--- src/rtl/bscan_chain.sv ---
module bscan_chain #(
  parameter int N_IN  = 4,
  parameter int N_OUT = 4
) (
  input  logic             clk,
  input  logic             rst_n,
  input  logic             test_mode,
  input  logic             capture,
  input  logic             shift,
  input  logic             update,
  input  logic             tdi,
  output logic             tdo,
  input  logic [N_IN-1:0]  pin_in,
  output logic [N_IN-1:0]  core_in,
  input  logic [N_OUT-1:0] core_out,
  output logic [N_OUT-1:0] pin_out
);
  localparam int N = N_IN + N_OUT;

  logic [N-1:0] stage_q;
  logic [N-1:0] latch_q;
  logic [N-1:0] par_in;

  assign par_in = {core_out, pin_in};

  always_ff @(posedge clk or negedge rst_n) begin
    if (!rst_n)       stage_q <= '0;
    else if (capture) stage_q <= par_in;
    else if (shift)   stage_q <= {tdi, stage_q[N-1:1]};
  end

  always_ff @(posedge clk or negedge rst_n) begin
    if (!rst_n)      latch_q <= '0;
    else if (update) latch_q <= stage_q;
  end

  assign tdo     = stage_q[0];
  assign core_in = test_mode ? latch_q[N_IN-1:0] : pin_in;
  assign pin_out = test_mode ? latch_q[N-1:N_IN] : core_out;

  a_r3_capture_load: assert property (@(posedge clk) disable iff (!rst_n)
    capture |=> stage_q == $past(par_in));

  a_r4_tdi_enters_top: assert property (@(posedge clk) disable iff (!rst_n)
    (shift && !capture) |=> stage_q[N-1] == $past(tdi));

  a_r5_tdo_advances: assert property (@(posedge clk) disable iff (!rst_n)
    (shift && !capture) |=> tdo == $past(stage_q[1]));

  a_r6_latch_holds: assert property (@(posedge clk) disable iff (!rst_n)
    !update |=> $stable(latch_q));

  a_r6_latch_takes_stage: assert property (@(posedge clk) disable iff (!rst_n)
    update |=> latch_q == $past(stage_q));

  a_r9_stage_idle: assert property (@(posedge clk) disable iff (!rst_n)
    (!capture && !shift) |=> $stable(stage_q));

  always_comb begin
    if (!rst_n) a_r7_reset_clear: assert (stage_q == '0 || $isunknown(stage_q));
  end
endmodule

--- config.mk ---
export PLATFORM = sky130hd
export DESIGN_NAME = bscan_chain
export DESIGN_NICKNAME = d
export VERILOG_FILES = /design/src/rtl/bscan_chain.sv
export SDC_FILE = /design/constraint.sdc
export NUM_CORES = 1
export LEC_CHECK = 0
export BUFFER_PORTS_ARGS = -buffer_cell sky130_fd_sc_hd__buf_2
export CORE_ASPECT_RATIO = 0.8
export CORE_UTILIZATION = 30
export CTS_BUF_LIST = sky130_fd_sc_hd__clkbuf_8
export CTS_CLUSTER_DIAMETER = 30
export DETAILED_ROUTE_END_ITERATION = 10
export PLACE_DENSITY_LB_ADDON = 0.3
export RECOVER_POWER = 100
export SLEW_MARGIN = 20
export SYNTH_ARGS = -nofsm -noshare
export SYNTH_HDL_FRONTEND = slang
export SYNTH_SLANG_ARGS = --single-unit
--- constraint.sdc ---
create_clock -name clk -period 1.1 [get_ports clk]
set_input_delay 0.055 -clock clk [delete_from_list [all_inputs] [get_ports clk]]
set_output_delay 0.055 -clock clk [all_outputs]
set_load 0.03 [all_outputs]
==> results.py <==
metrics = {
    "routing": {
        "wirelength_um": 1600,
        "dr_total_vias": 544,
        "drc_errors": 0,
        "ant_nets": 0,
        "via_per_inst": 4.39,
        "wire_per_inst_um": 12.9,
        "routed-wl-met3_um": 83,
        "highest_layer": "met4",
        "m1WireLength_um": 828,
        "first_iter_violations": 4,
        "drtPass1Iterations": 2,
        "dr_wl_met2_um": 671,
    },
    "setup_path": {
        "slowest_stage": "dfrtp_1",
        "critPathLaunchType": "flip-flop",
        "path_class": "reg2out",
        "path_delay_family": "flip-flops",
        "end_kind": "primary output",
        "max_stage_delay_ns": 0.38,
        "path_buf_inv": 1,
        "required_ns": 1.04,
        "path_max_fanout": 2,
        "arrival_ns": 1.04,
        "path_cells": "mux2_4 > buf_6",
    },
    "die": {
        "initial_core_util_pct": 32.9,
        "pin_count": 24,
        "coreArea_um2": 2540,
        "die_h_um": 49.2,
        "rows": 16,
        "die_area_um2": 3000,
        "die_x_um": 61.0,
    },
    "finish": {
        "diodes": 0,
        "drive_above_1_share_pct": 50.0,
        "final_cell_mix": "dfrtp_1 (16), mux2_4 (13), buf_2 (13)",
        "final_cell_area_um2": 1080,
        "fin_nets": 105,
        "fillers": 257,
        "utilization_pct": 42.4,
        "mostFrequentLayoutCell": "dfrtp_1",
        "area_delta_synth_final_pct": 29.0,
    },
    "sta": {
        "post-route-period-util_pct": 99.2,
        "rsz0062_at_grt": "yes",
        "relSlewSlack_pct": 72.4,
        "max_freq_mhz": 917,
        "holdWs_ns": 0.0267,
        "setup_viol": 0,
        "hold_viol_final": 0,
        "worstMarginPinSlew_ns": 0.415,
        "maxSlewViolCount": 0,
        "final.setup.worst_slack_ns": 0.00893,
        "period_needed_ns": 1.09,
        "worst_clock_skew_ns": 0.00116,
    },
    "placed_design": {
        "place_area_um2": 951,
        "io_buffer_count": 23,
        "gp_congestion": 0.715,
        "hpwl_um": 1170,
        "place_ws_ns": 0.201,
    },
    "cts": {
        "cts_tree": "yes",
        "cts_buffers": 3,
        "htreeDepth": 1,
        "clk_pin_slew_ns": 0.06,
        "cts_root_buffer": "clkbuf_8",
        "clockBufferDepth": 2,
        "cts.sinks": 16,
        "clkLatencyLatePin_ns": 0.25,
    },
    "global_routing": {
        "first_global_vias": 540,
        "groute.usage.overall_pct": 12.1,
        "grt_max_degree": 17,
        "overflow": 0,
        "antenna_found_initial": 0,
        "grt_pass1_wl_um": 2570,
    },
    "logic_synthesis": {
        "synthCells": 60,
        "syn_area_per_cell_um2": 13.9,
        "ys_types": 6,
        "yosys_warnings": 0,
        "syn-num-nets": 75,
        "netlist_area_um2": 836,
        "synth.ff_latch_count": 16,
        "yosysSeqAreaShare_pct": 47.9,
    },
    "pwr": {
        "power.leakage_uw": 0.000547,
        "ir_drop_mv": 0.694,
        "p_per_area_nw_per_um2": 1490,
        "p_total_uw": 1600,
    },
    "run_status": {
        "status": "completed",
    },
    "flow_run": {
        "max-cap-violations": 0,
    },
    "hold_path": {
        "hold_path.class": "in2reg",
    },
}
==> area by class of cell <==
class / instances / area, um2 / area share (%)
tap: 36 / 45.0 / 4.18
clock buffer: 3 / 41.3 / 3.83
sequential: 16 / 400 / 37.1
timing repair buffer: 29 / 213 / 19.7
multi-input combinational: 40 / 379 / 35.2
==> state kept, by name, summed over array words and instances (netlist names) <==
| name | cells |
|---|---|
| latch_q | 8 |
| stage_q | 8 |
==> routing by layer <==
layer | global-route usage (%) | vias up
met3 | 4.77 | 3
met5 | 0 | -
met4 | 2.27 | 0
met1 | 17.7 | 259
met2 | 16.7 | 17
li1 | - | 265
==> timing repair <==
action	CTS	global route
cloned	0	0
hold buffers	1	0
setup endpoints to repair	8	8
setup buffers	4	1
gates resized for setup	16	0
hold endpoints to repair	16	0
==> per-stage QoR <==
step,instances,TNS (ns)
finish,124,0
global route,124,-0.0552
CTS,123,0
detailed placement,115,0
global placement,115,0
floorplan,60,0
==> cell families after synthesis <==
group / count (synthesis) / synth area share, %
AO/OA/AOI/OAI: 8 / 4.79
buffers and inverters: 4 / 5.39
flip-flops: 16 / 47.9
multiplexers: 24 / 38.3
AND/OR/NAND/NOR: 8 / 3.59
==> tightest hold or removal path, stage by stage <==
cell	delay, ns
buf_2	0.09
nand2_1	0.04
o21ai_0	0.06
==> path summary, 6_finish.rpt <==
| check | depth (start not counted) | startpoint | endpoint | slack (ns) |
|---|---|---|---|---|
| worst max-delay path | 2 | latch_q[2]$_DFFE_PN0P_ | core_in[2] | 0.009 |
| worst min-delay path | 3 | core_out[2] | stage_q[6]$_DFFE_PN0P_ | 0.03 |
| worst max register to register | 2 | latch_q[7]$_DFFE_PN0P_ | latch_q[7]$_DFFE_PN0P_ | 0.21 |
| worst min register to register | 1 | latch_q[3]$_DFFE_PN0P_ | latch_q[3]$_DFFE_PN0P_ | 0.49 |
| max in group asynchronous | 2 | rst_n | latch_q[5]$_DFFE_PN0P_ | 0.54 |
| min in group asynchronous | 2 | rst_n | latch_q[1]$_DFFE_PN0P_ | 0.27 |
==> Yosys cell counts <==
cell,instances,area share (%)
buf_6,4,5.4
mux2i_1,8,9.6
o21ai_1,8,4.8
nand2_1,8,3.6
dfrtp_1,16,48
mux2_4,16,29
==> power by group <==
part	switching (uW)	internal, uW
logic	205	249
clock network	195	243
registers	46.7	663
Note: power is estimated with default switching activity, not from simulation.
